--- src/rtl/fic_pkg.sv ---
package fic_pkg;
  localparam int EXP_W = 15;
  localparam int MAN_W = 64;
  localparam int BIAS  = 16383;

  typedef struct packed {
    logic             sgn;
    logic [EXP_W-1:0] exp;
    logic [MAN_W-1:0] man;
  } ext_t;

  typedef enum logic [2:0] {
    CL_ZERO, CL_DEN, CL_NORM, CL_INF, CL_NAN, CL_BAD
  } cls_e;

  localparam logic [3:0] CC_GT = 4'b0000;
  localparam logic [3:0] CC_LT = 4'b0001;
  localparam logic [3:0] CC_EQ = 4'b1000;
  localparam logic [3:0] CC_UN = 4'b1101;
endpackage

--- src/rtl/fic_widen.sv ---
module fic_widen
  import fic_pkg::*;
#(
  parameter int INT_W    = 32,
  parameter int NARROW_W = 16
) (
  input  logic [INT_W-1:0] int_i,
  input  logic             wide_i,
  output ext_t             ext_o
);
  localparam int LZ_W = $clog2(INT_W + 1);

  logic [INT_W-1:0] val, mag;
  logic [LZ_W-1:0]  lz;
  logic [MAN_W-1:0] man;

  always_comb begin
    val = wide_i ? int_i
                 : {{(INT_W-NARROW_W){int_i[NARROW_W-1]}}, int_i[NARROW_W-1:0]};
    mag = val[INT_W-1] ? (~val + 1'b1) : val;
    lz  = LZ_W'(INT_W);
    for (int i = 0; i < INT_W; i++)
      if (mag[i]) lz = LZ_W'(INT_W - 1 - i);
    man = {mag, {(MAN_W-INT_W){1'b0}}} << lz;
  end

  always_comb begin
    ext_o.sgn = val[INT_W-1];
    if (mag == '0) begin
      ext_o.exp = '0;
      ext_o.man = '0;
    end else begin
      ext_o.exp = EXP_W'(BIAS + INT_W - 1) - EXP_W'(lz);
      ext_o.man = man;
    end
  end

  // nonzero operand always lands normalised
  always_comb
    if (mag != '0) a_r1_normalised: assert (man[MAN_W-1]);
endmodule

--- src/rtl/fic_classify.sv ---
module fic_classify
  import fic_pkg::*;
(
  input  ext_t x_i,
  output cls_e cls_o
);
  logic exp_max, exp_zero, jbit, frac_nz;

  always_comb begin
    exp_max  = &x_i.exp;
    exp_zero = ~|x_i.exp;
    jbit     = x_i.man[MAN_W-1];
    frac_nz  = |x_i.man[MAN_W-2:0];
    if (exp_zero)     cls_o = (x_i.man == '0) ? CL_ZERO : CL_DEN;
    else if (!jbit)   cls_o = CL_BAD;  // unnormal, pseudo-inf, pseudo-NaN
    else if (exp_max) cls_o = frac_nz ? CL_NAN : CL_INF;
    else              cls_o = CL_NORM;
  end

  // a set integer bit never yields the unsupported class off exponent 0
  always_comb
    if (!exp_zero && jbit) a_r3_bad_needs_jclear: assert (cls_o != CL_BAD);
endmodule

--- src/rtl/fic_order.sv ---
module fic_order
  import fic_pkg::*;
(
  input  ext_t a_i,
  input  ext_t b_i,
  output logic gt_o,
  output logic eq_o
);
  logic [EXP_W+MAN_W-1:0] ka, kb;
  logic sa, sb, mag_gt;

  always_comb begin
    ka     = {a_i.exp, a_i.man};
    kb     = {b_i.exp, b_i.man};
    sa     = a_i.sgn & (ka != '0);  // zero counts as positive
    sb     = b_i.sgn & (kb != '0);
    mag_gt = ka > kb;
    if (sa != sb) begin
      eq_o = 1'b0;
      gt_o = sb;
    end else begin
      eq_o = (ka == kb);
      gt_o = !eq_o && (sa ? !mag_gt : mag_gt);
    end
  end

  always_comb a_r2_not_both: assert (!(gt_o && eq_o));
endmodule

--- src/rtl/fp_int_cmp.sv ---
module fp_int_cmp
  import fic_pkg::*;
#(
  parameter int INT_W    = 32,
  parameter int NARROW_W = 16,
  parameter int DEPTH    = 8,
  localparam int PTR_W   = $clog2(DEPTH),
  localparam int VAL_W   = 1 + EXP_W + MAN_W
) (
  input  logic             clk_i,
  input  logic             rst_ni,
  input  logic             start_i,
  input  logic [VAL_W-1:0] st_val_i,
  input  logic [PTR_W-1:0] top_i,
  input  logic [DEPTH-1:0] tag_empty_i,
  input  logic [INT_W-1:0] int_i,
  input  logic             wide_i,
  input  logic             pop_i,
  output logic [3:0]       cc_o,
  output logic             inv_o,
  output logic             den_o,
  output logic             und_o,
  output logic [PTR_W-1:0] top_o,
  output logic [DEPTH-1:0] tag_empty_o,
  output logic             done_o
);
  ext_t st, src;
  cls_e st_cls;
  logic gt, eq, empty, unord;
  logic [3:0]       cc_d;
  logic [PTR_W-1:0] top_d;
  logic [DEPTH-1:0] tag_d;

  assign st = ext_t'(st_val_i);

  fic_widen #(.INT_W(INT_W), .NARROW_W(NARROW_W)) u_widen (
    .int_i(int_i), .wide_i(wide_i), .ext_o(src));
  fic_classify u_cls (.x_i(st), .cls_o(st_cls));
  fic_order    u_ord (.a_i(st), .b_i(src), .gt_o(gt), .eq_o(eq));

  always_comb begin
    empty = tag_empty_i[top_i];
    unord = (st_cls == CL_NAN) || (st_cls == CL_BAD);
    if (empty || unord) cc_d = CC_UN;
    else if (eq)        cc_d = CC_EQ;
    else if (gt)        cc_d = CC_GT;
    else                cc_d = CC_LT;
    top_d = top_i;
    tag_d = tag_empty_i;
    if (pop_i && !empty) begin
      top_d        = top_i + 1'b1;
      tag_d[top_i] = 1'b1;
    end
  end

  always_ff @(posedge clk_i or negedge rst_ni) begin
    if (!rst_ni) begin
      cc_o        <= '0;
      inv_o       <= 1'b0;
      den_o       <= 1'b0;
      und_o       <= 1'b0;
      top_o       <= '0;
      tag_empty_o <= '1;
      done_o      <= 1'b0;
    end else begin
      done_o <= start_i;
      if (start_i) begin
        cc_o        <= cc_d;
        inv_o       <= !empty && unord;
        den_o       <= !empty && (st_cls == CL_DEN);
        und_o       <= empty;
        top_o       <= top_d;
        tag_empty_o <= tag_d;
      end
    end
  end

  a_r2_legal_code: assert property (@(posedge clk_i) disable iff (!rst_ni)
    done_o |-> (cc_o == CC_GT || cc_o == CC_LT || cc_o == CC_EQ || cc_o == CC_UN));
  a_r3_inv_unordered: assert property (@(posedge clk_i) disable iff (!rst_ni)
    (done_o && inv_o) |-> (cc_o == CC_UN));
  a_r7_und_no_pop: assert property (@(posedge clk_i) disable iff (!rst_ni)
    (start_i && tag_empty_i[top_i]) |=> (und_o && cc_o == CC_UN &&
      top_o == $past(top_i) && tag_empty_o == $past(tag_empty_i)));
  a_r8_pop_advance: assert property (@(posedge clk_i) disable iff (!rst_ni)
    (start_i && pop_i && !tag_empty_i[top_i]) |=>
      (top_o == $past(top_i) + 1'b1 && tag_empty_o[$past(top_i)]));
  a_r9_done_pulse: assert property (@(posedge clk_i) disable iff (!rst_ni)
    start_i |=> done_o);
  a_r9_hold: assert property (@(posedge clk_i) disable iff (!rst_ni)
    !start_i |=> (!done_o && $stable(cc_o) && $stable(top_o) && $stable(tag_empty_o)));
endmodule

--- config.mk ---
export PLATFORM = sky130hd
export DESIGN_NAME = fp_int_cmp
export DESIGN_NICKNAME = d
export VERILOG_FILES = /design/src/rtl/fic_pkg.sv /design/src/rtl/fic_widen.sv /design/src/rtl/fic_classify.sv /design/src/rtl/fic_order.sv /design/src/rtl/fp_int_cmp.sv
export SDC_FILE = /design/constraint.sdc
export NUM_CORES = 1
export LEC_CHECK = 0
export ABC_CLOCK_PERIOD_IN_PS = 800
export BUFFER_PORTS_ARGS = -buffer_cell sky130_fd_sc_hd__buf_4
export CAP_MARGIN = 20
export CORE_ASPECT_RATIO = 2
export CORE_MARGIN = 2
export CORE_UTILIZATION = 30
export CTS_CLUSTER_DIAMETER = 60
export DETAILED_ROUTE_END_ITERATION = 10
export PLACE_DENSITY = 0.58
export SYNTH_ARGS = -nofsm -noshare
export SYNTH_HDL_FRONTEND = slang
export SYNTH_SLANG_ARGS = --single-unit
export TNS_END_PERCENT = 20
--- constraint.sdc ---
create_clock -name clk_i -period 0.8 [get_ports clk_i]
set_clock_uncertainty 0.05 [all_clocks]
set_input_delay 0.16 -clock clk_i [delete_from_list [all_inputs] [get_ports clk_i]]
set_output_delay 0.16 -clock clk_i [all_outputs]
set_load 0.1 [all_outputs]
==> tab_implementation.tex, run 1 <==
\begin{tabular}{lr}
\hline
Metric & Value \\
\hline
\multicolumn{2}{l}{\textbf{STA}} \\
\quad Final critical-path required period & 5.63 ns \\
\quad Tightest slew margin relative to the limit & 54.2\% \\
\quad Actual slew at the worst max-slew pin & 0.683 ns \\
\quad Final worst hold slack & 0.134 ns \\
\quad Worst-case setup margin in the final layout & -4.83 ns \\
\quad Top achievable clock speed & 178 MHz \\
\quad Setup repair after global routing missed its margin & yes \\
\quad Final number of max-transition violations & 0 \\
\quad Final hold vios & 0 \\
\quad Number of endpoints failing setup at the final stage & 35 \\
\quad Tcrit/Tclk final & 704\% \\
\multicolumn{2}{l}{\textbf{Logic synthesis}} \\
\quad Number of flops mapped to enable cells by yosys & 0 \\
\quad Top cell types by occurrence after synthesis & 84 x sky130\_fd\_sc\_hd\_\_nand2\_1, 74 x sky130\_fd\_sc\_hd\_\_nor2\_1, 73 x sky130\_fd\_sc\_hd\_\_a21oi\_1 \\
\quad Total standard cell area after synthesis & 6450 µm² \\
\quad Cells taking the most area after synthesis & sky130\_fd\_sc\_hd\_\_ha\_1 10\%, sky130\_fd\_sc\_hd\_\_a21oi\_1 5.7\%, sky130\_fd\_sc\_hd\_\_nand2\_1 4.9\%, sky130\_fd\_sc\_hd\_\_nor2\_1 4.3\%, sky130\_fd\_sc\_hd\_\_dfrtp\_1 3.9\% \\
\quad Post-synthesis cell type with the largest combined area & sky130\_fd\_sc\_hd\_\_ha\_1 \\
\quad Share of flip-flops with an asynchronous set or reset & 100\% \\
\quad Portion of synthesized cell area occupied by the leading cell type & a little over 10\% \\
\quad Instance count of the mapped netlist & 891 \\
\quad Syn Area/Cell & 7.23 µm² \\
\quad Sequential cell area fraction in the yosys report & 7.14\% \\
\quad Post-synthesis register bit count & 18 \\
\quad Leading cell type by number of instances after synthesis & sky130\_fd\_sc\_hd\_\_nand2\_1 \\
\quad Total nets after synthesis & roughly 1100 \\
\quad Total number of yosys warnings & 0 \\
\quad Primary FF master, synth & sky130\_fd\_sc\_hd\_\_dfrtp\_1 \\
\quad Netlist cell types & 101 \\
\multicolumn{2}{l}{\textbf{Route}} \\
\quad Count of routing violations after the opening detailed-route iteration & 521 \\
\quad Avg Vias per Cell & 5.74 \\
\quad Number of design rule violations left after detail routing & 0 \\
\quad Post-route antenna net violation count & 0 \\
\quad Wirelength per Cell & 19.9 µm \\
\quad Initial DRT Pass Iterations & 5 \\
\quad Final WL & 32600 µm \\
\quad Routed vias & 9422 \\
\multicolumn{2}{l}{\textbf{Setup path}} \\
\quad Critical path capture point type & flip-flop \\
\quad Delay of the slowest cell on the worst path & 0.55 ns \\
\quad CP dominant cell by count & sky130\_fd\_sc\_hd\_\_buf\_4 \\
\quad Slowest library cell on the worst path & sky130\_fd\_sc\_hd\_\_o211ai\_1 \\
\quad Internal reg-to-reg setup slack & -0.10 ns \\
\quad Worst EP required & 0.88 ns \\
\quad Crit Path Category & primary input to flip-flop \\
\quad Startpoint Class & primary input \\
\quad Crit-path leading delay family & compound AO/OA/AOI/OAI gates \\
\quad Count of buffer and inverter cells on the critical path & 6 \\
\quad Critical path fanouts, max & 8 \\
\quad WP data arrival & 5.71 ns \\
\multicolumn{2}{l}{\textbf{Cells and area}} \\
\quad Ant. Diodes & 0 \\
\quad Post-layout utilization of the core & 56.4\% \\
\quad Area added between synthesis and finish & 83.8\% \\
\quad Fraction of layout cells with a size suffix above 1 & between 50\% and 60\% \\
\quad Final cell count without fillers & 1642 \\
\quad NumNets Final & roughly 1600 \\
\quad Post-Layout Inst Area & 11800 µm² \\
\multicolumn{2}{l}{\textbf{Power and ir drop}} \\
\quad Maximum ir drop on the vdd rail & about 0.0010 V \\
\quad PwrDens & about 1300 nW/µm² \\
\quad Internal cell power & 0.00825 W \\
\quad Logic gate share of total power & 86.4\% \\
\quad Share of total power in sequential cells & 7.2\% \\
\quad Net switching power of the design & $\sim$0.0074 W \\
\quad Switch share & a little under half \\
\quad Clock power share & 6.3\% \\
\quad Static leakage power & $\sim$5.3 nW \\
\multicolumn{2}{l}{\textbf{Placed design}} \\
\quad Cell area reported after detailed placement & approximately 10000 µm² \\
\quad Number of port buffers & 145 \\
\quad Routability Congestion & a little over 1 \\
\quad Detailed placement HPWL & 27000 µm \\
\quad Number of cells after detailed placement & 1602 \\
\quad Worst setup timing slack at the placement stage & -5.29 ns \\
\multicolumn{2}{l}{\textbf{CTS}} \\
\quad Clock transition at the registers of the reported paths & about 0.050 ns \\
\quad Total number of H-tree levels & 1 \\
\quad Clock tree from TritonCTS & yes \\
\quad CTS Sinks & 18 \\
\quad Buffers from clock root to sink, at most & 2 \\
\quad Number of buffers added by the clock tree synthesis step & 3 \\
\quad Source-to-sink clock delay at the later pin of the worst-skew pair & 0.25 ns \\
\quad Cell chosen for the clock root & sky130\_fd\_sc\_hd\_\_clkbuf\_16 \\
\multicolumn{2}{l}{\textbf{Global route}} \\
\quad Maximum number of pins on one net before global-route repair & 20 \\
\quad Initial antenna violation count & 0 \\
\quad Tot GR Track Use & about 28\% \\
\quad Number of global-route vias before repair & roughly 10000 \\
\quad Remaining Overflow, GRT & 0 \\
\quad Global-route wire length before repair & approximately 50000 µm \\
\multicolumn{2}{l}{\textbf{Flow run}} \\
\quad Count of max-cap constraint violations & 0 \\
\multicolumn{2}{l}{\textbf{Floorplan}} \\
\quad Die H & between 200 and 250 µm \\
\quad Core outline area & 21000 µm² \\
\quad FP Rows & 75 \\
\quad Initial Util & 30.7\% \\
\quad Floorplan die area & 22700 µm² \\
\quad Boundary Pins & between 100 and 150 \\
\quad Width of the chip & about 110 µm \\
\multicolumn{2}{l}{\textbf{Worst hold path}} \\
\quad Hold Crit Class & primary input to flip-flop \\
\multicolumn{2}{l}{\textbf{Run status}} \\
\quad Violated checks & setup timing \\
\quad Result of the run & finished with violations \\
\hline
\end{tabular}
==> path summary, 6_finish.rpt <==
kind,from,endpoint,cells after the start
worst max-delay path,int_i[6],cc_o[0],26
worst min-delay path,tag_empty_i[3],tag_empty_o[3],3
worst max register to register,tag_empty_o[5],tag_empty_o[5],2
worst min register to register,tag_empty_o[4],tag_empty_o[4],2
max in group asynchronous,rst_ni,tag_empty_o[1],2
min in group asynchronous,rst_ni,und_o,2
==> layer usage <==
metal	vias to the layer above	GRT usage, %	part of all wire [%]
li1	4469	-	-
met1	4392	23.0	30
met2	372	56.2	56
met3	189	2.89	4.2
met4	0	22.5	10
met5	-	0	0
==> flip-flops by register name (all words and copies together) (netlist names) <==
register and cells:
tag_empty_o 8, cc_o 3, top_o 3, den_o 1
done_o 1, inv_o 1, und_o 1
==> cells by family (layout without fill, tap and decap cells) <==
kind of cell / count (synthesis) / in the layout / synth area share, %
and+or+nand+nor: 374 / 374 / 32.6
AOI/OAI and AO/OA: 311 / 311 / 34.9
buffers and inverters: 74 / 556 / 5.96
adders and majority gates: 52 / 52 / 10.1
xor gates and xnor gates: 30 / 30 / 4.08
muxes: 30 / 30 / 5.20
DFF: 18 / 18 / 7.14
other: 2 / 2 / 0.117
==> through the flow <==
stage,power (W),TNS [ns]
6_report,0.0156,-24.54
4_1_cts,0.0152,-24.11
5_1_grt,0.0166,-25.92
3_5_place_dp,0.0127,-27.53
3_3_place_gp,0.0126,-27.42
2_1_floorplan,0.00732,-23.86
==> power groups by stage <==
stage / clock [W] / combinational, W / sequential (W)
after floorplan: 0 / 0.00558 / 0.00174
after global placement: 0 / 0.0115 / 0.00109
after detailed placement: 0 / 0.0116 / 0.00109
after CTS: 0.00101 / 0.0131 / 0.00113
after global routing: 0.00104 / 0.0144 / 0.00114
final: 0.000991 / 0.0135 / 0.00113
==> cell type report <==
| type | count | area (µm²) |
|---|---|---|
| multi-input combinational | 799 | 6440 |
| timing repair buffer | 539 | 4460 |
| inverter | 14 | 71.3 |
| sequential | 18 | 460 |
| tap | 269 | 337 |
| clock buffer | 3 | 75.1 |
| fill | 1959 | 9170 |
==> cell usage in the layout (no fill, tap or decap), drive strengths merged, types with 5 or more instances in the layout <==
cell     count
buf        538
nand2       85
a21oi       79
nor2        76
o21ai       57
ha          52
nand4       33
nor4        32
nand3       31
nor3        30
mux2i       23
a21o        21
a211oi      19
xnor2       17
nand2b      14
inv         14
o211ai      13
xor2        13
nor2b       13
or4         12
dfrtp       10
o31ai       10
a31oi        9
a22oi        9
a221oi       9
dfstp        8
o21a         8
and3         7
or2          7
a32oi        7
a21boi       7
o2111ai      7
and2         6
or3          6
o41ai        6
nand3b       5
mux2         5
nor4b        5
==> worst register-to-register path, cell delays in order (launching register included) <==
cell	delay [ns]
sky130_fd_sc_hd__dfstp_2	0.56
sky130_fd_sc_hd__nor2_1	0.06
sky130_fd_sc_hd__a21oi_1	0.16
==> what timing repair did <==
action	in CTS	in global routing
hold endpoints to repair	18	0
hold buffers	1	0
setup endpoints to repair	35	35
setup buffers	30	12
pin swaps	77	33
gates resized for setup	196	44
Power figures use the tool's default switching activity.
==> run 2, diff against run 1 <==
--- a/config.mk
+++ b/config.mk
@@ -8,12 +8,16 @@
 export ABC_CLOCK_PERIOD_IN_PS = 800
 export BUFFER_PORTS_ARGS = -buffer_cell sky130_fd_sc_hd__buf_4
 export CAP_MARGIN = 20
+export CELL_PAD_IN_SITES_DETAIL_PLACEMENT = 1
+export CELL_PAD_IN_SITES_GLOBAL_PLACEMENT = 2
 export CORE_ASPECT_RATIO = 2
 export CORE_MARGIN = 2
-export CORE_UTILIZATION = 30
+export CORE_UTILIZATION = 28
 export CTS_CLUSTER_DIAMETER = 60
+export CTS_CLUSTER_SIZE = 24
 export DETAILED_ROUTE_END_ITERATION = 10
-export PLACE_DENSITY = 0.58
+export PLACE_DENSITY = 0.85
+export SLEW_MARGIN = 25
 export SYNTH_ARGS = -nofsm -noshare
 export SYNTH_HDL_FRONTEND = slang
 export SYNTH_SLANG_ARGS = --single-unit
==> run 2 against run 1 <==
  * The run still ends with setup timing left
  * Die area increased by 6.9%
  * Core utilization shrank 3.9 points
  * Combinational power up 10%
  * Hold slack improved by 0.0012 ns
  * Clock-buffer cell count is 1 higher
  * Fmax decreased by 9.6%
  * Non-clock buffer count is 4 lower
  * First-iteration DRC count is 23% higher
==> tab_implementation.tex, run 2 (same netlist as run 1, synthesis figures left out) <==
\begin{tabular}{lr}
\hline
Metric & Value \\
\hline
\multicolumn{2}{l}{\textbf{STA}} \\
\quad Final critical-path required period & 6.23 ns (+0.599 ns) \\
\quad Post-route setup TNS & -28.71 ns (-4.18 ns) \\
\quad Tightest slew margin relative to the limit & 53.8\% (-0.44 points) \\
\quad Number of endpoints failing setup at the final stage & 35 (unchanged) \\
\quad Top achievable clock speed & 161 MHz (-9.6\%) \\
\quad Final number of max-transition violations & 0 (unchanged) \\
\quad Actual slew at the worst max-slew pin & 0.688 ns (+0.00493 ns) \\
\quad Final hold vios & 0 (unchanged) \\
\quad Setup repair after global routing missed its margin & yes \\
\quad Tcrit/Tclk final & 778\% (+75 points) \\
\quad Worst-case setup margin in the final layout & -5.43 ns (-0.599 ns) \\
\quad Final worst hold slack & 0.135 ns (+0.00124 ns) \\
\multicolumn{2}{l}{\textbf{Setup path}} \\
\quad Worst EP required & 0.90 ns (+0.02 ns) \\
\quad CP dominant cell by count & sky130\_fd\_sc\_hd\_\_buf\_4 \\
\quad Slowest library cell on the worst path & sky130\_fd\_sc\_hd\_\_o21ai\_1 \\
\quad Crit-path leading delay family & compound AO/OA/AOI/OAI gates \\
\quad Crit Path Category & primary input to flip-flop \\
\quad WP data arrival & 6.33 ns (+0.62 ns) \\
\quad Critical path fanouts, max & 9 (+1) \\
\quad Reg-to-Reg Start & top\_o[2] \\
\quad CP startpoint & int\_i[17] \\
\quad Critical path capture point type & flip-flop \\
\quad Count of buffer and inverter cells on the critical path & 11 (+5) \\
\quad Delay of the slowest cell on the worst path & 0.57 ns (+0.02 ns) \\
\quad Startpoint Class & primary input \\
\multicolumn{2}{l}{\textbf{CTS}} \\
\quad Clock tree from TritonCTS & yes \\
\quad Buffers from clock root to sink, at most & 2 (unchanged) \\
\quad Total number of H-tree levels & 1 (unchanged) \\
\quad CTS Sinks & 18 (unchanged) \\
\quad Number of buffers added by the clock tree synthesis step & 3 (unchanged) \\
\quad Clock transition at the registers of the reported paths & 0.06 ns (about the same) \\
\quad Source-to-sink clock delay at the later pin of the worst-skew pair & 0.27 ns (+0.02 ns) \\
\quad Cell chosen for the clock root & sky130\_fd\_sc\_hd\_\_clkbuf\_16 \\
\multicolumn{2}{l}{\textbf{Cells and area}} \\
\quad NumNets Final & 1552 (-0.19\%) \\
\quad Fraction of layout cells with a size suffix above 1 & 53.4\% (+0.37 points) \\
\quad Top Registers & tag\_empty\_o: 8 flops, cc\_o: 3 flops, top\_o: 3 flops \\
\quad Commonest non-fill, non-tap cells in the layout & 487 x sky130\_fd\_sc\_hd\_\_buf\_4, 79 x sky130\_fd\_sc\_hd\_\_nand2\_1, 66 x sky130\_fd\_sc\_hd\_\_nor2\_1 \\
\quad Filler cell count & 2750 (+40\%) \\
\quad Most common cell after layout, fill and taps aside & sky130\_fd\_sc\_hd\_\_buf\_4 \\
\quad Area added between synthesis and finish & 84.4\% \\
\quad Top register by number of flip-flops & tag\_empty\_o \\
\quad Post-layout utilization of the core & 52.5\% (-3.9 points) \\
\quad Largest register FFs & 8 (unchanged) \\
\multicolumn{2}{l}{\textbf{Global route}} \\
\quad Global-route wire length before repair & 61100 µm (+23\%) \\
\quad Tot GR Track Use & 31.9\% (+4.1 points) \\
\quad Remaining Overflow, GRT & 0 (unchanged) \\
\quad Number of global-route vias before repair & 11400 (+15\%) \\
\quad Maximum number of pins on one net before global-route repair & 27 (+35\%) \\
\quad Initial antenna violation count & 2 (+2) \\
\multicolumn{2}{l}{\textbf{Placed design}} \\
\quad Detailed placement HPWL & 30300 µm (+12\%) \\
\quad Number of port buffers & 145 (unchanged) \\
\quad Routability Congestion & 1.00 (-0.99\%) \\
\multicolumn{2}{l}{\textbf{Power and ir drop}} \\
\quad Static leakage power & 5.22 nW (-0.77\%) \\
\quad PwrDens & 1450 nW/µm² (+9.8\%) \\
\quad Maximum ir drop on the vdd rail & 0.00140 V (+36\%) \\
\multicolumn{2}{l}{\textbf{Floorplan}} \\
\quad Boundary Pins & 147 (unchanged) \\
\quad Core outline area & 22600 µm² (+7.7\%) \\
\quad Initial Util & 28.5\% (-2.2 points) \\
\quad Die H & 219 µm (+3.4\%) \\
\quad Floorplan die area & 24300 µm² (+6.9\%) \\
\quad FP Rows & 78 (+4.0\%) \\
\quad Width of the chip & 111 µm (+3.4\%) \\
\multicolumn{2}{l}{\textbf{Run status}} \\
\quad Result of the run & finished with violations \\
\quad Violated checks & setup timing \\
\multicolumn{2}{l}{\textbf{Route}} \\
\quad Initial DRT Pass Iterations & 5 (unchanged) \\
\quad Final WL & 46200 µm (+42\%) \\
\quad Post-route antenna net violation count & 0 (unchanged) \\
\quad Routed vias & 10700 (+14\%) \\
\quad Avg Vias per Cell & 6.48 (+13\%) \\
\quad Wirelength per Cell & 28.0 µm (+41\%) \\
\quad Number of design rule violations left after detail routing & 0 (unchanged) \\
\quad Count of routing violations after the opening detailed-route iteration & 639 (+23\%) \\
\multicolumn{2}{l}{\textbf{Flow run}} \\
\quad Count of max-cap constraint violations & 0 (unchanged) \\
\multicolumn{2}{l}{\textbf{Worst hold path}} \\
\quad Hold\_sp & tag\_empty\_i[2] \\
\quad Hold Crit Class & primary input to flip-flop \\
\hline
\end{tabular}
## run 2: cell count changes in the layout (fill, tap and decap cells not counted), sizes merged
cell | before | now
diode | 0 | 2
clkinv | 0 | 1
buf | 538 | 533
clkbuf | 3 | 5
## run 2: worst paths after layout
path                                   to  slack (ns)  depth (start not counted)
min reg2reg                tag_empty_o[6]        0.49                          2
max                               cc_o[0]       -5.43                         32
min                        tag_empty_o[2]        0.14                          3
max reg2reg                      top_o[2]       -0.17                          2
max in group asynchronous  tag_empty_o[4]        0.11                          2
min in group asynchronous         cc_o[2]        0.31                          2
## run 2: layout make-up
type / instances / area [µm²] / area share (%)
Antenna cell: 2 / 5.00 / 0.0421
Clock buffer: 4 / 88.8 / 0.748
Inverter: 14 / 65.1 / 0.547
Multi-Input combinational cell: 799 / 6460 / 54.3
Sequential cell: 18 / 464 / 3.91
Tap cell: 280 / 350 / 2.95
Timing Repair Buffer: 535 / 4450 / 37.4
Timing Repair inverter: 1 / 6.26 / 0.0526
## run 2: per-layer routing
| metal | vias up | GRT usage (%) | wire [µm] |
|---|---|---|---|
| met5 | - | 0 | 0 |
| li1 | 4436 | - | - |
| met3 | 443 | 4.19 | 2970 |
| met4 | 0 | 32.3 | 6650 |
| met1 | 5095 | 24.8 | 12900 |
| met2 | 736 | 63.8 | 23700 |
## run 2: stage by stage
step           power (W)  area (µm²)  setup WS, ns  instances
3_3_place_gp      0.0125       10300         -5.34       1605
2_1_floorplan    0.00732        6600         -4.46        891
6_report          0.0172       11900         -5.43       1653
4_1_cts           0.0153       11300         -4.79       1628
5_1_grt           0.0180       11900         -5.52       1653
3_5_place_dp      0.0129       10300         -5.54       1605
## run 2: power by group
group / internal (W) / switching (W) / leakage [nW] / total, W
registers: 0.00103 / 0.000124 / 0.195 / 0.00116
clock network: 0.000765 / 0.000427 / 0.0442 / 0.00119
logic: 0.00666 / 0.00822 / 4.98 / 0.0149
total: 0.00846 / 0.00877 / 5.22 / 0.0172
## run 2: worst min-delay path: cells and delay by family
family / cells / cell delay, ns
buffers and inverters: 1 / 0.08
AO/OA/AOI/OAI: 2 / 0.17
## run 2: repair_timing
item                                    CTS  global route
endpoints found under the setup margin   35            35
pin swaps                                38            53
setup buffers                            17            22
cloned                                    1             2
hold buffers                              1             0
resized for setup                       158            80
hold endpoints to repair                 18             0
==> run 3, diff against run 2 <==
--- a/config.mk
+++ b/config.mk
@@ -5,18 +5,18 @@
 export SDC_FILE = /design/constraint.sdc
 export NUM_CORES = 1
 export LEC_CHECK = 0
-export ABC_CLOCK_PERIOD_IN_PS = 800
+export ABC_CLOCK_PERIOD_IN_PS = 7300
 export BUFFER_PORTS_ARGS = -buffer_cell sky130_fd_sc_hd__buf_4
 export CAP_MARGIN = 20
 export CELL_PAD_IN_SITES_DETAIL_PLACEMENT = 1
 export CELL_PAD_IN_SITES_GLOBAL_PLACEMENT = 2
 export CORE_ASPECT_RATIO = 2
 export CORE_MARGIN = 2
-export CORE_UTILIZATION = 28
+export CORE_UTILIZATION = 30
 export CTS_CLUSTER_DIAMETER = 60
 export CTS_CLUSTER_SIZE = 24
 export DETAILED_ROUTE_END_ITERATION = 10
-export PLACE_DENSITY = 0.85
+export PLACE_DENSITY = 0.87
 export SLEW_MARGIN = 25
 export SYNTH_ARGS = -nofsm -noshare
 export SYNTH_HDL_FRONTEND = slang
==> constraint.sdc (replaced) <==
create_clock -name clk_i -period 7.3 [get_ports clk_i]
set_clock_uncertainty 0.05 [all_clocks]
set_input_delay 1.46 -clock clk_i [delete_from_list [all_inputs] [get_ports clk_i]]
set_output_delay 1.46 -clock clk_i [all_outputs]
set_load 0.1 [all_outputs]
==> run 3 against run 2 <==
  * Power fell by 90%
  * Die area fell by 6.5%
  * Critical path depth rose by 1
  * Global-route usage fell by 2.4 points
  * Sequential share of layout area rose by 0.50 points
  * Clock-buffer cell count did not move
  * Hold slack improved by 0.31 ns
  * Largest power group unchanged
  * Core utilization fell by 2.8 points
  * Critical endpoint unchanged
  * The run now ends clean
  * Critical path type unchanged
  * Combinational power fell by 91%
  * Sequential cell count did not move
  * Final cell count fell by 6.2%
  * Register-to-register slack improved by 6.6 ns
==> tab_implementation.tex, run 3 (same netlist as run 1, synthesis figures left out) <==
\begin{tabular}{lr}
\hline
Metric & Value \\
\hline
\multicolumn{2}{l}{\textbf{STA}} \\
\quad Tcrit/Tclk final & slightly below 100\% \\
\quad Actual slew at the worst max-slew pin & 0.902 ns (+0.214 ns) \\
\quad Top achievable clock speed & approximately 140 MHz \\
\quad Number of endpoints failing setup at the final stage & 0 (-100\%) \\
\quad Tightest slew margin relative to the limit & 39.3\% (-15 points) \\
\quad Final critical-path required period & 7.23 ns \\
\quad Worst-case setup margin in the final layout & 0.0661 ns (+5.49 ns) \\
\quad Final number of max-transition violations & 0 (unchanged) \\
\quad Post-route setup TNS & 0 ns (+28.71 ns) \\
\quad Final hold vios & 0 (unchanged) \\
\multicolumn{2}{l}{\textbf{Floorplan}} \\
\quad Core outline area & 21000 µm² (-7.2\%) \\
\quad Floorplan die area & 22700 µm² (-6.5\%) \\
\quad Width of the chip & 108 µm (-3.3\%) \\
\quad Die H & 211 µm (-3.3\%) \\
\quad Boundary Pins & 147 (unchanged) \\
\quad FP Rows & 75 (-3.8\%) \\
\quad Initial Util & 30.7\% (+2.2 points) \\
\multicolumn{2}{l}{\textbf{Power and ir drop}} \\
\quad Logic gate share of total power & 85.4\% (-1.0 points) \\
\quad Clock power share & 7.4\% (+0.5 points) \\
\quad Maximum ir drop on the vdd rail & 0.000125 V (-91\%) \\
\quad Internal cell power & 0.000830 W (-90\%) \\
\quad Share of total power in sequential cells & 7.2\% (+0.5 points) \\
\quad Static leakage power & 4.65 nW (-11\%) \\
\quad PwrDens & 158 nW/µm² (-89\%) \\
\quad Net switching power of the design & 0.000825 W (-91\%) \\
\quad Switch share & 49.9\% (-1.0 points) \\
\multicolumn{2}{l}{\textbf{Setup path}} \\
\quad Crit-path leading delay family & compound AO/OA/AOI/OAI gates \\
\quad WP data arrival & 7.32 ns (+0.99 ns) \\
\quad R2R depth & 2 (unchanged) \\
\quad CP dominant cell by count & sky130\_fd\_sc\_hd\_\_buf\_4 \\
\quad Slowest library cell on the worst path & sky130\_fd\_sc\_hd\_\_nor4\_4 \\
\quad Startpoint Class & primary input \\
\quad Crit Path Category & primary input to flip-flop \\
\quad Delay of the slowest cell on the worst path & 0.41 ns (-0.16 ns) \\
\quad Critical Path Stages & 33 (+3.1\%) \\
\quad Critical path capture point type & flip-flop \\
\quad Count of buffer and inverter cells on the critical path & 8 (-3) \\
\quad CP startpoint & int\_i[6] \\
\quad Worst EP required & 7.39 ns (+6.49 ns) \\
\quad Critical path fanouts, max & 6 (-3) \\
\quad Reg-to-Reg Start & tag\_empty\_o[0] \\
\multicolumn{2}{l}{\textbf{Route}} \\
\quad Routed vias & 9510 (-11\%) \\
\quad Number of design rule violations left after detail routing & 0 (unchanged) \\
\quad Post-route antenna net violation count & 0 (unchanged) \\
\quad Initial DRT Pass Iterations & 5 (unchanged) \\
\quad Count of routing violations after the opening detailed-route iteration & 410 (-36\%) \\
\quad Final WL & 36700 µm (-21\%) \\
\quad Wirelength per Cell & 23.7 µm (-15\%) \\
\quad Avg Vias per Cell & 6.14 (-5.3\%) \\
\multicolumn{2}{l}{\textbf{CTS}} \\
\quad Number of buffers added by the clock tree synthesis step & 3 (unchanged) \\
\quad Total number of H-tree levels & 1 (unchanged) \\
\quad Buffers from clock root to sink, at most & 2 (unchanged) \\
\quad Clock tree from TritonCTS & yes \\
\quad Hold Buf Count CTS & 0 (-1) \\
\quad Clock transition at the registers of the reported paths & 0.05 ns (about the same) \\
\quad Source-to-sink clock delay at the later pin of the worst-skew pair & 0.25 ns (-0.02 ns) \\
\quad Cell chosen for the clock root & sky130\_fd\_sc\_hd\_\_clkbuf\_16 \\
\quad CTS Sinks & 18 (unchanged) \\
\multicolumn{2}{l}{\textbf{Global route}} \\
\quad Remaining Overflow, GRT & 0 (unchanged) \\
\quad Global-route wire length before repair & 52300 µm (-14\%) \\
\quad Tot GR Track Use & 29.5\% (-2.4 points) \\
\quad Initial antenna violation count & 0 (-2) \\
\quad Number of global-route vias before repair & 10100 (-11\%) \\
\quad Maximum number of pins on one net before global-route repair & 30 (+11\%) \\
\multicolumn{2}{l}{\textbf{Cells and area}} \\
\quad NumNets Final & 1462 (-5.8\%) \\
\quad Total area of multi-input combinational cells & 6070 µm² (-6.0\%) \\
\quad Ant. Diodes & 0 (-2) \\
\quad Top register by number of flip-flops & tag\_empty\_o \\
\quad Most common cell after layout, fill and taps aside & sky130\_fd\_sc\_hd\_\_buf\_4 \\
\quad Top Registers & tag\_empty\_o: 8 flops, cc\_o: 3 flops, top\_o: 3 flops \\
\quad Commonest non-fill, non-tap cells in the layout & 436 x sky130\_fd\_sc\_hd\_\_buf\_4, 84 x sky130\_fd\_sc\_hd\_\_nand2\_1, 70 x sky130\_fd\_sc\_hd\_\_nor2\_1 \\
\quad Largest register FFs & 8 (unchanged) \\
\quad Fraction of layout cells with a size suffix above 1 & 45.8\% (-7.6 points) \\
\quad Filler cell count & 2627 (-4.5\%) \\
\quad Final cell count without fillers & 1550 (-6.2\%) \\
\quad Register area & 460 µm² (-0.81\%) \\
\quad Area added between synthesis and finish & 62.1\% \\
\multicolumn{2}{l}{\textbf{Run status}} \\
\quad Result of the run & complete, no violations \\
\multicolumn{2}{l}{\textbf{Placed design}} \\
\quad Worst setup timing slack at the placement stage & -0.415 ns (+5.13 ns) \\
\quad Number of cells after detailed placement & 1520 (-5.3\%) \\
\quad Routability Congestion & 1.01 (+0.82\%) \\
\quad Detailed placement HPWL & 29800 µm (-1.7\%) \\
\quad Number of port buffers & 145 (unchanged) \\
\multicolumn{2}{l}{\textbf{Worst hold path}} \\
\quad Hold Crit Depth & 1 (-2) \\
\quad Hold Crit Class & flip-flop to flip-flop \\
\quad Hold\_sp & cc\_o[3] \\
\multicolumn{2}{l}{\textbf{Flow run}} \\
\quad Count of max-cap constraint violations & 0 (unchanged) \\
\hline
\end{tabular}
run 3: cell types whose count changed in the layout (fill, tap and decap cells not counted), moves of 5 or more:
cell	before	now
sky130_fd_sc_hd__a21oi_1	52	65
sky130_fd_sc_hd__buf_12	24	6
sky130_fd_sc_hd__a21oi_2	24	11
sky130_fd_sc_hd__mux2i_1	14	22
sky130_fd_sc_hd__buf_6	18	4
sky130_fd_sc_hd__nor4_1	14	21
sky130_fd_sc_hd__buf_4	487	436
sky130_fd_sc_hd__nand2_1	79	84
sky130_fd_sc_hd__nor4_2	10	4
sky130_fd_sc_hd__mux2i_4	5	0
run 3: worst reg2reg max path, stage by stage, from the launching register on:
cell                      delay (ns)
sky130_fd_sc_hd__dfstp_2        0.53
sky130_fd_sc_hd__nor2_1         0.04
sky130_fd_sc_hd__a21oi_1        0.17
run 3: power groups by stage:
stage,Clock [W],Sequential (W),Combinational [W]
6_report,0.000123,0.000119,0.00141
5_1_grt,0.000128,0.000120,0.00149
4_1_cts,0.000123,0.000119,0.00127
3_5_place_dp,0,0.000120,0.00126
3_3_place_gp,0,0.000119,0.00122
2_1_floorplan,0,0.000191,0.000595
run 3: path summary, 6_finish.rpt:
| path | to | slack, ns |
|---|---|---|
| max in group asynchronous | tag_empty_o[4] | 5.92 |
| worst max-delay path | cc_o[0] | 0.07 |
| min in group asynchronous | top_o[0] | 1.02 |
| worst min-delay path | cc_o[3] | 0.44 |
| worst min register to register | cc_o[3] | 0.44 |
| worst max register to register | tag_empty_o[0] | 6.42 |
run 3: per-layer routing:
metal	part of all wire, %	track usage (%)
met5	0	0
met1	30	22.5
met3	4.0	3.42
met2	56	61.5
met4	10	24.0
run 3: final cells by class:
type	instances	area share [%]
repair buffers	446	32.9
well taps	269	3.22
clock buffers	4	0.850
flip-flops and latches	18	4.41
inverters	14	0.575
multi-input cells	799	58.1
run 3: timing repair:
action	4_1_cts	5_1_grt
buffers inserted	0	26
gates resized for setup	11	94
pin swaps	0	40
endpoints found under the setup margin	1	2
hold endpoints to repair	0	0
run 3: stage by stage:
step | util (%) | power [W] | hold slack (ns) | area (µm²)
4_1_cts | 46.7 | 0.00151 | 0.445 | 9810
5_1_grt | 49.7 | 0.00174 | 0.466 | 10500
3_3_place_gp | 46.0 | 0.00134 | 0.413 | 9680
3_5_place_dp | 46.0 | 0.00138 | 0.429 | 9680
2_1_floorplan | - | 0.000786 | 0.659 | 6450
6_report | 49.7 | 0.00165 | 0.442 | 10500
